## config.mk

```make
export PLATFORM = sky130hd
export DESIGN_NAME = uart_rx_queue
export DESIGN_NICKNAME = d
export VERILOG_FILES = /design/src/rtl/rxq_pkg.sv /design/src/rtl/rxq_store.sv /design/src/rtl/rxq_thresh.sv /design/src/rtl/uart_rx_queue.sv
export SDC_FILE = /design/constraint.sdc
export NUM_CORES = 1
export LEC_CHECK = 0
export BUFFER_PORTS_ARGS = -buffer_cell sky130_fd_sc_hd__buf_2
export CORE_UTILIZATION = 55
export CTS_BUF_LIST = sky130_fd_sc_hd__clkbuf_4 sky130_fd_sc_hd__clkbuf_8
export DETAILED_ROUTE_END_ITERATION = 16
export PLACE_DENSITY = 0.74
export SLEW_MARGIN = 20
export SYNTH_ARGS = -nofsm -noshare
export SYNTH_HDL_FRONTEND = slang
export SYNTH_SLANG_ARGS = --single-unit
```

## constraint.sdc

```tcl
create_clock -name clk -period 5.15 [get_ports clk]
set_input_delay 1.03 -clock clk [delete_from_list [all_inputs] [get_ports clk]]
set_output_delay 1.03 -clock clk [all_outputs]
set_load 0.02 [all_outputs]
```

## src/rtl/rxq_pkg.sv

```systemverilog
// Shared types for the UART receive queue.
// Assumes an 8-bit character with three per-character error flags.
package rxq_pkg;
    localparam int CHAR_W = 8;
    localparam int FLAG_W = 3;

    typedef struct packed {
        logic              brk;
        logic              frm;
        logic              par;
        logic [CHAR_W-1:0] ch;
    } rxq_entry_t;
endpackage

```

## src/rtl/rxq_store.sv

```systemverilog
// Circular entry storage with fill count.
// Capacity is DEPTH, or one entry when cap_one_i is set.
// Assumes cap_one_i changes only while the queue is empty.
// A pop on an empty queue is ignored and the output register holds.
module rxq_store
    import rxq_pkg::*;
#(
    parameter int DEPTH = 64,
    localparam int CW = $clog2(DEPTH + 1),
    localparam int PW = (DEPTH > 1) ? $clog2(DEPTH) : 1
) (
    input  logic          clk,
    input  logic          rst_n,
    input  logic          push_i,
    input  logic          pop_i,
    input  logic          cap_one_i,
    input  rxq_entry_t    wr_ent_i,
    output rxq_entry_t    rd_ent_o,
    output logic [CW-1:0] count_o,
    output logic          full_o,
    output logic          drop_o
);
    rxq_entry_t    mem [DEPTH];
    logic [PW-1:0] wr_ptr, rd_ptr;
    logic          pop_ok, push_ok;
    logic [CW-1:0] cap;

    // Decide which requests take effect this cycle.
    always_comb begin
        cap     = cap_one_i ? CW'(1) : CW'(DEPTH);
        full_o  = (count_o >= cap);
        pop_ok  = pop_i && (count_o != '0);
        push_ok = push_i && (!full_o || pop_ok);
        drop_o  = push_i && !push_ok;
    end

    // Write the accepted character into the slot at the write pointer.
    always_ff @(posedge clk) begin
        if (push_ok) mem[wr_ptr] <= wr_ent_i;
    end

    // Advance the pointers, track the count, and latch the popped entry.
    always_ff @(posedge clk) begin
        if (!rst_n) begin
            wr_ptr   <= '0;
            rd_ptr   <= '0;
            count_o  <= '0;
            rd_ent_o <= '0;
        end else begin
            if (push_ok) wr_ptr <= (wr_ptr == PW'(DEPTH - 1)) ? '0 : wr_ptr + 1'b1;
            if (pop_ok) begin
                rd_ptr   <= (rd_ptr == PW'(DEPTH - 1)) ? '0 : rd_ptr + 1'b1;
                rd_ent_o <= mem[rd_ptr];
            end
            case ({push_ok, pop_ok})
                2'b10:   count_o <= count_o + 1'b1;
                2'b01:   count_o <= count_o - 1'b1;
                default: count_o <= count_o;
            endcase
        end
    end

    // a discarded write leaves the count unchanged.
    p_drop_keeps_count_r4: assert property (@(posedge clk) disable iff (!rst_n)
        (push_i && full_o && !pop_i) |=> $stable(count_o));
    // a write and a read on a non-empty queue cancel out in the count.
    p_push_pop_same_r5: assert property (@(posedge clk) disable iff (!rst_n)
        (push_i && pop_i && count_o != '0) |=> $stable(count_o));
    // a read of an empty queue does not underflow the count.
    p_no_underflow_r6: assert property (@(posedge clk) disable iff (!rst_n)
        (pop_i && !push_i && count_o == '0) |=> (count_o == '0));
    // the output register holds when nothing is popped.
    p_hold_output_r6: assert property (@(posedge clk) disable iff (!rst_n)
        (!pop_i || count_o == '0) |=> $stable(rd_ent_o));
endmodule

```

## src/rtl/rxq_thresh.sv

```systemverilog
// Threshold status and request-to-send hysteresis.
// Assumes the trigger level is in 1..DEPTH (0 is read as 1).
// Band edges saturate at 0 and DEPTH.
// The pause state clears whenever flow control is off.
module rxq_thresh #(
    parameter int DEPTH = 64,
    parameter int HYST_W = 4,
    localparam int CW = $clog2(DEPTH + 1)
) (
    input  logic              clk,
    input  logic              rst_n,
    input  logic [CW-1:0]     count_i,
    input  logic [CW-1:0]     trig_i,
    input  logic [HYST_W-1:0] hyst_i,
    input  logic              fifo_en_i,
    input  logic              fc_on_i,
    output logic              stat_o,
    output logic              hold_o
);
    logic [CW:0] eff_trig, hi_sum, hi_lvl, lo_lvl, cnt_x;

    // Compute the effective trigger and the saturated band edges.
    always_comb begin
        cnt_x    = {1'b0, count_i};
        eff_trig = (!fifo_en_i || trig_i == '0) ? (CW+1)'(1) : {1'b0, trig_i};
        hi_sum   = eff_trig + (CW+1)'(hyst_i);
        hi_lvl   = (hi_sum > (CW+1)'(DEPTH)) ? (CW+1)'(DEPTH) : hi_sum;
        lo_lvl   = (eff_trig > (CW+1)'(hyst_i)) ? eff_trig - (CW+1)'(hyst_i) : '0;
        stat_o   = (cnt_x >= eff_trig);
    end

    // Pause the remote sender above the band and release it below the band.
    always_ff @(posedge clk) begin
        if (!rst_n)                                  hold_o <= 1'b0;
        else if (!fc_on_i)                           hold_o <= 1'b0;
        else if (cnt_x > hi_lvl)                     hold_o <= 1'b1;
        else if (cnt_x < lo_lvl || count_i == '0)    hold_o <= 1'b0;
    end

    // the pause state only rises after the count exceeded the upper edge.
    p_pause_above_band_r7: assert property (@(posedge clk) disable iff (!rst_n)
        $rose(hold_o) |-> ($past(cnt_x) > $past(hi_lvl)));
    // the pause state only falls below the lower edge, on empty, or when disabled.
    p_resume_below_band_r8: assert property (@(posedge clk) disable iff (!rst_n)
        $fell(hold_o) |-> ($past(cnt_x) < $past(lo_lvl) || $past(count_i) == '0 || !$past(fc_on_i)));
endmodule

```

## src/rtl/uart_rx_queue.sv

```systemverilog
// UART receive queue top.
// Stores characters with their error flags, and drives data-ready,
// overrun, threshold status, the receive interrupt and request-to-send.
// Assumes fifo_en_i changes only while the queue is empty.
module uart_rx_queue
    import rxq_pkg::*;
#(
    parameter int DEPTH = 64,
    parameter int HYST_W = 4,
    localparam int CW = $clog2(DEPTH + 1)
) (
    input  logic              clk,
    input  logic              rst_n,
    input  logic              wr_valid_i,
    input  logic [7:0]        wr_char_i,
    input  logic              wr_par_err_i,
    input  logic              wr_frm_err_i,
    input  logic              wr_brk_i,
    input  logic              rd_en_i,
    output logic [7:0]        rd_data_o,
    output logic [2:0]        rd_err_o,
    input  logic              lsr_rd_i,
    input  logic              fifo_en_i,
    input  logic              rx_irq_en_i,
    input  logic              auto_fc_en_i,
    input  logic              fc_sel_i,
    input  logic              rts_manual_i,
    input  logic [CW-1:0]     trig_lvl_i,
    input  logic [HYST_W-1:0] hyst_i,
    output logic              data_rdy_o,
    output logic              overrun_o,
    output logic              rx_stat_o,
    output logic              rx_irq_o,
    output logic              rts_n_o
);
    rxq_entry_t    wr_ent, rd_ent;
    logic [CW-1:0] count;
    logic          full, drop, fc_on, hold;

    // Pack the incoming character and its flags into one entry.
    always_comb begin
        wr_ent = '{brk: wr_brk_i, frm: wr_frm_err_i, par: wr_par_err_i, ch: wr_char_i};
    end

    rxq_store #(.DEPTH(DEPTH)) store_i (
        .clk(clk), .rst_n(rst_n), .push_i(wr_valid_i), .pop_i(rd_en_i),
        .cap_one_i(!fifo_en_i), .wr_ent_i(wr_ent), .rd_ent_o(rd_ent),
        .count_o(count), .full_o(full), .drop_o(drop)
    );

    rxq_thresh #(.DEPTH(DEPTH), .HYST_W(HYST_W)) thresh_i (
        .clk(clk), .rst_n(rst_n), .count_i(count), .trig_i(trig_lvl_i),
        .hyst_i(hyst_i), .fifo_en_i(fifo_en_i), .fc_on_i(fc_on),
        .stat_o(rx_stat_o), .hold_o(hold)
    );

    // Keep the overrun flag sticky; a new drop wins over a status-read clear.
    always_ff @(posedge clk) begin
        if (!rst_n)        overrun_o <= 1'b0;
        else if (drop)     overrun_o <= 1'b1;
        else if (lsr_rd_i) overrun_o <= 1'b0;
    end

    // Derive the status outputs and pick the request-to-send source.
    always_comb begin
        fc_on      = auto_fc_en_i && fc_sel_i;
        data_rdy_o = (count != '0);
        rx_irq_o   = rx_stat_o && rx_irq_en_i;
        rts_n_o    = fc_on ? hold : !rts_manual_i;
        rd_data_o  = rd_ent.ch;
        rd_err_o   = {rd_ent.brk, rd_ent.frm, rd_ent.par};
    end

    // data-ready rises only after a write was offered.
    p_ready_after_write_r2: assert property (@(posedge clk) disable iff (!rst_n)
        $rose(data_rdy_o) |-> $past(wr_valid_i));
    // data-ready falls only after a read.
    p_ready_clears_on_read_r2: assert property (@(posedge clk) disable iff (!rst_n)
        $fell(data_rdy_o) |-> $past(rd_en_i));
    // overrun rises only when a write met a full queue.
    p_overrun_cause_r4: assert property (@(posedge clk) disable iff (!rst_n)
        $rose(overrun_o) |-> ($past(wr_valid_i) && $past(full)));
    // overrun stays set until a status read.
    p_overrun_sticky_r4: assert property (@(posedge clk) disable iff (!rst_n)
        $fell(overrun_o) |-> $past(lsr_rd_i));
endmodule

```

==> impl_metrics.json, run 1 <==
{
  "r2r-end": "store_i.mem[34][6]",
  "insertion_delay_ns": 0.73,
  "vias_per_cell": 6.14,
  "tightestPinTransition_ns": 1.08,
  "die_x_um": 235,
  "routed_wl_um": 67000,
  "worstPathRequired_ns": 5.74,
  "final_hold_viol_count": 0,
  "rsz0062_at_grt": "no",
  "first_iter_violations": 1692,
  "synth_area_um2": 29900,
  "drt_pass1_iterations": 7,
  "critical_path_class": "input pin to flip-flop",
  "place_area_um2": 31400,
  "ys_seq_area_share_pct": 72.9,
  "seqCellArea_um2": 21800,
  "num_rows": 85,
  "drt-wirelength-per-cell_um": 25.0,
  "route.detailed.drc": 0,
  "drv_slew": 0,
  "yosys-top-cells-area": "edfxtp_1, mux4_2, mux2i_1",
  "drive_above_1_share_pct": 21.9,
  "path_clk_slew_ns": 0.06,
  "grt_pass1_vias": 16200,
  "maxCapViolCount": 0,
  "cts_buffer_depth": 3,
  "synth-edff-count": 704,
  "leakagePower_uw": 0.0108,
  "cts-buffers-inserted": 113,
  "ioPinCount": 48,
  "grt_pass1_wl_um": 99300,
  "met1Wirelength_um": 27100,
  "synthDistinctLibCells": 63,
  "top_layer": "met4",
  "final_cell_area_um2": 33600,
  "hold_depth": 2,
  "n_antenna_cell": 0,
  "reg2regPathDepth": 8,
  "stdcell_count": 2681,
  "power.density_nw_per_um2": 398,
  "track_usage_pct": 24.3,
  "fin_nets": 1961,
  "finalSetupViolCount": 0,
  "drtAntennaViolNets": 0,
  "numPortBuffers": 47,
  "cp-end-kind": "flip-flop",
  "ys_ff_latch": 736,
  "grt_max_degree": 97,
  "wl_met3_um": 5660,
  "arrival_ns": 5.25,
  "coreArea_um2": 53700,
  "cts_resized": 0,
  "antenna_found_initial": 0,
  "postSynthCellCount": 1717,
  "fillers": 3671,
  "clock.fmax_mhz": 214,
  "place.gp.congestion": 0.879,
  "ys.flop_type": "edfxtp_1",
  "hold_path_end": "store_i.rd_ent_o[1]",
  "total_power_uw": 13400,
  "cts_tree": "built",
  "place_inst": 2469,
  "synth_common_cells": "edfxtp_1, mux2i_1, a22oi_1",
  "fin_worst_skew_ns": 0.0440,
  "outcome": "completed",
  "yosys_warnings": 0,
  "route.met2.wl_um": 32100,
  "syn_to_final_growth_pct": 12.6,
  "vias": 16500,
  "hpwl_um": 39400,
  "vdd_drop_max_mv": 0.198,
  "cts-root-buf": "clkbuf_8",
  "die_h_um": 235,
  "cts.sinks": 736,
  "async_flop_share_pct": 0,
  "start_util_pct": 55.6,
  "synth_fp_nets": 1789,
  "syn_area_per_cell_um2": 17.4,
  "synth_top_area_share_pct": 70.7,
  "grt_overflow_total": 0,
  "startpoint_type": "input pin",
  "finalCriticalPeriod_ns": 4.66,
  "cp_max_fo": 3,
  "multiInputGateArea_um2": 7670,
  "finalCritPeriodShare_pct": 90.6,
  "slew_headroom_pct": 27.7,
  "synth.most_common_cell": "edfxtp_1",
  "cts_hold_buf": 0,
  "worstHoldPathType": "flip-flop to flip-flop",
  "reg2reg_from": "store_i.count_o[0]",
  "postCtsSetupBuffers": 0,
  "regToRegSetupSlack_ns": 1.37,
  "dieArea_um2": 55300,
  "cts_max_level": 3,
  "min_from": "store_i.rd_ent_o[1]",
  "synth_area_leader_cell": "edfxtp_1"
}
==> cell families after synthesis <==
logic type	share of synthesized area, %
AND/OR/NAND/NOR	5.57
AO/OA/AOI/OAI	5.01
multiplexers	12.8
flip-flops	72.9
adder cells (fa/ha/maj)	1.75
XOR/XNOR	0.440
buffers and inverters	1.58
==> cell usage in the layout (no fill, tap or decap), types with 35 or more instances in the layout <==
master    instances
a22oi_1         100
buf_2            47
clkinv_1         35
nor2_1           91
clkbuf_8        116
edfxtp_1        704
ha_1             37
nor2b_1          52
a21oi_1          62
clkbuf_4         36
nand3_1          66
mux2i_1         181
mux4_2           88
nand2_1          46
buf_4            98
==> critical path: stages <==
cell       delay [ns]
buf_2            0.10
or3_1            0.39
or4_1            0.41
nand3b_1         0.13
ha_1             0.17
inv_1            0.06
fa_1             0.42
o21ba_2          0.21
o21ai_1          0.16
nor3b_1          0.23
nor3_1           0.09
o41ai_2          0.32
nand3_1          0.13
ha_1             0.31
nor2b_1          0.13
o21a_1           0.15
o21ai_0          0.14
a21oi_1          0.09
a2111oi_0        0.40
o22ai_1          0.15
==> how the worst max path moves through the flow <==
| stage | start | endpoint | slack (ns) | cells after the start |
|---|---|---|---|---|
| 6_report | trig_lvl_i[6] | thresh_i.hold_o | 0.49 | 20 |
| 5_1_grt | trig_lvl_i[6] | thresh_i.hold_o | 0.09 | 21 |
| 4_1_cts | trig_lvl_i[6] | thresh_i.hold_o | 0.43 | 20 |
| 3_5_place_dp | trig_lvl_i[6] | thresh_i.hold_o | -0.31 | 20 |
| 3_3_place_gp | trig_lvl_i[6] | thresh_i.hold_o | -0.16 | 20 |
| 2_1_floorplan | trig_lvl_i[6] | thresh_i.hold_o | 0.08 | 19 |
==> sequential cells by signal, summed over array words and instances, names as in the netlist <==
register and cells:
thresh_i.hold_o 1, store_i.rd_ptr 6, store_i.wr_ptr 6, store_i.count_o 7, store_i.rd_ent_o 11, store_i.mem 704
overrun_o 1
==> per-layer routing <==
| metal | GRT usage (%) | vias to the layer above |
|---|---|---|
| met4 | 9.97 | 0 |
| met3 | 4.00 | 140 |
| met2 | 37.9 | 818 |
| li1 | - | 7203 |
| met1 | 34.5 | 8296 |
| met5 | 0 | - |
==> area by class of cell <==
class,count,area share (%)
clock inverters,59,0.952
clock buffers,152,5.55
well taps,696,2.59
inverters,21,0.234
flip-flops and latches,736,64.8
multi-input cells,868,22.8
repair buffers,149,3.10
==> through the flow <==
stage	worst slack, ns	hold WS [ns]	util, %	TNS, ns
2_1_floorplan	0.0755	0.462	-	0
3_3_place_gp	-0.159	0.443	58.5	-0.159
3_5_place_dp	-0.312	0.446	58.5	-0.312
4_1_cts	0.434	0.458	62.6	0
5_1_grt	0.0857	0.462	62.6	0
6_report	0.486	0.456	62.6	0
==> report_power, final <==
group	total, µW	leakage, µW	internal, µW	switching, µW
sequential	6830	0.00659	6690	137
clock	4650	0.00116	2460	2190
combinational	1910	0.00304	765	1140
total	13400	0.0108	9910	3470
Note: power is estimated with default switching activity, not from simulation.
==> inputs of run 2 (changes only) <==
Settings changed: CORE_MARGIN set to 4.
==> run 2 against run 1 <==
Via count grew 0.33%. Final cell count is essentially flat. First-iteration DRC count grew 14%. Critical path depth shrank 7. Critical endpoint is now rx_stat_o.
==> impl_metrics.json, run 2 (synthesis gave the netlist of run 1 again) <==
{
  "worstPathRequired_ns": 4.12,
  "grt_max_degree": 89,
  "arrival_ns": 3.62,
  "stdcell_count": 2680,
  "coreArea_um2": 53800,
  "reg.largest.list": "store_i.mem: 704 flops, store_i.rd_ent_o: 11 flops, store_i.count_o: 7 flops",
  "route.detailed.drc": 0,
  "cts_resized": 0,
  "final_hold_viol_count": 0,
  "maxCapViolCount": 0,
  "drv_slew": 0,
  "fin_worst_skew_ns": 0.0399,
  "layout_commonest_cell": "edfxtp_1",
  "slew_headroom_pct": 21.8,
  "place_inst": 2473,
  "dieArea_um2": 58100,
  "drtAntennaViolNets": 0,
  "power.density_nw_per_um2": 406,
  "grt_pass1_wl_um": 100000,
  "drive_above_1_share_pct": 22.7,
  "finalCritPeriodShare_pct": 90.3,
  "start_util_pct": 55.5,
  "drt_pass1_iterations": 5,
  "cts_hold_buf": 0,
  "vias": 16500,
  "regToRegSetupSlack_ns": 1.48,
  "drt-wirelength-per-cell_um": 25.1,
  "startpoint_type": "input pin",
  "critical_path_class": "input pin to primary output",
  "leakagePower_uw": 0.0109,
  "cts.sinks": 736,
  "cts_max_level": 3,
  "antenna_found_initial": 1,
  "outcome": "completed",
  "final_cell_area_um2": 33800,
  "hpwl_um": 40100,
  "fin_nets": 1962,
  "finalCriticalPeriod_ns": 4.65,
  "routed_wl_um": 67300,
  "die_h_um": 241,
  "vias_per_cell": 6.16,
  "cts_buffer_depth": 3,
  "track_usage_pct": 23.2,
  "syn_to_final_growth_pct": 13.2,
  "finalSetupViolCount": 0,
  "fillers": 3734,
  "insertion_delay_ns": 0.70,
  "place_ws_ns": -0.106,
  "ioPinCount": 48,
  "place_area_um2": 31500,
  "num_rows": 85,
  "fin_util_pct": 62.9,
  "cp-end-kind": "primary output",
  "grt_overflow_total": 0,
  "final_cell_mix": "edfxtp_1, mux2i_1, clkbuf_8",
  "path_clk_slew_ns": 0.06,
  "first_iter_violations": 1931,
  "tightestPinTransition_ns": 1.17,
  "largest_reg_flops": 704,
  "die_x_um": 241,
  "cts-root-buf": "clkbuf_8",
  "cp_max_fo": 2,
  "place.gp.congestion": 0.840,
  "clock.fmax_mhz": 215,
  "cts_tree": "built",
  "cts-buffers-inserted": 111,
  "total_power_uw": 13700,
  "vdd_drop_max_mv": 0.239,
  "grt_pass1_vias": 16400,
  "numPortBuffers": 47,
  "fin_ws_ns": 0.500,
  "postCtsSetupBuffers": 0,
  "rsz0062_at_grt": "no",
  "largest_register": "store_i.mem",
  "worstHoldPathType": "flip-flop to flip-flop"
}
==> run 2: cell types whose count changed in the layout (fill, tap and decap cells not counted), moves of 2 or more <==
cell / previous run / this run
clkbuf_8: 116 / 125
clkinv_1: 35 / 16
inv_12: 0 / 2
bufinv_16: 2 / 6
clkbuf_4: 36 / 32
diode_2: 0 / 2
clkinv_2: 17 / 19
buf_4: 98 / 102
inv_6: 2 / 0
==> run 2: per-stage QoR <==
step | hold WS, ns | TNS, ns
2_1_floorplan | 0.462 | 0
3_3_place_gp | 0.442 | -0.123
3_5_place_dp | 0.450 | -0.106
4_1_cts | 0.460 | 0
5_1_grt | 0.484 | 0
6_report | 0.459 | 0
==> run 2: critical path, stage by stage <==
cell      delay (ns)
buf_2           0.10
or3_1           0.39
or4_1           0.40
nand3b_1        0.13
buf_4           0.13
ha_1            0.20
nand2b_1        0.14
a21o_1          0.17
a21o_1          0.18
a211oi_1        0.29
o21bai_1        0.11
a21o_1          0.18
buf_2           0.15
==> run 2: path summary, 6_finish.rpt <==
| kind | from | endpoint | cells past startpoint |
|---|---|---|---|
| worst max-delay path | trig_lvl_i[6] | rx_stat_o | 13 |
| worst min-delay path | store_i.rd_ent_o[5] | store_i.rd_ent_o[5] | 2 |
| worst max register to register | store_i.count_o[0] | store_i.mem[33][10] | 8 |
| worst min register to register | store_i.rd_ent_o[5] | store_i.rd_ent_o[5] | 2 |
==> run 2: metal layers <==
metal	global-route usage (%)	part of all wire (%)
met5	0	0
met1	33.8	41
met2	35.7	47
met3	3.91	8.6
met4	9.18	3.4
==> run 2: area by class of cell <==
| class | instances | area, µm² | area share, % |
|---|---|---|---|
| tap | 696 | 871 | 2.57 |
| sequential | 736 | 21800 | 64.4 |
| multi-input combinational | 868 | 7660 | 22.6 |
| antenna | 2 | 5.00 | 0.0148 |
| inverter | 21 | 78.8 | 0.233 |
| timing repair buffer | 152 | 1060 | 3.14 |
| clock inverter | 48 | 418 | 1.23 |
| clock buffer | 157 | 1960 | 5.79 |
==> run 2: power breakdown <==
group          leakage [µW]  switching [µW]  total (µW)  internal (µW)
registers           0.00659             120        6810           6690
logic               0.00304            1150        1920            771
clock network       0.00126            2220        5000           2770
total                0.0109            3490       13700          10200
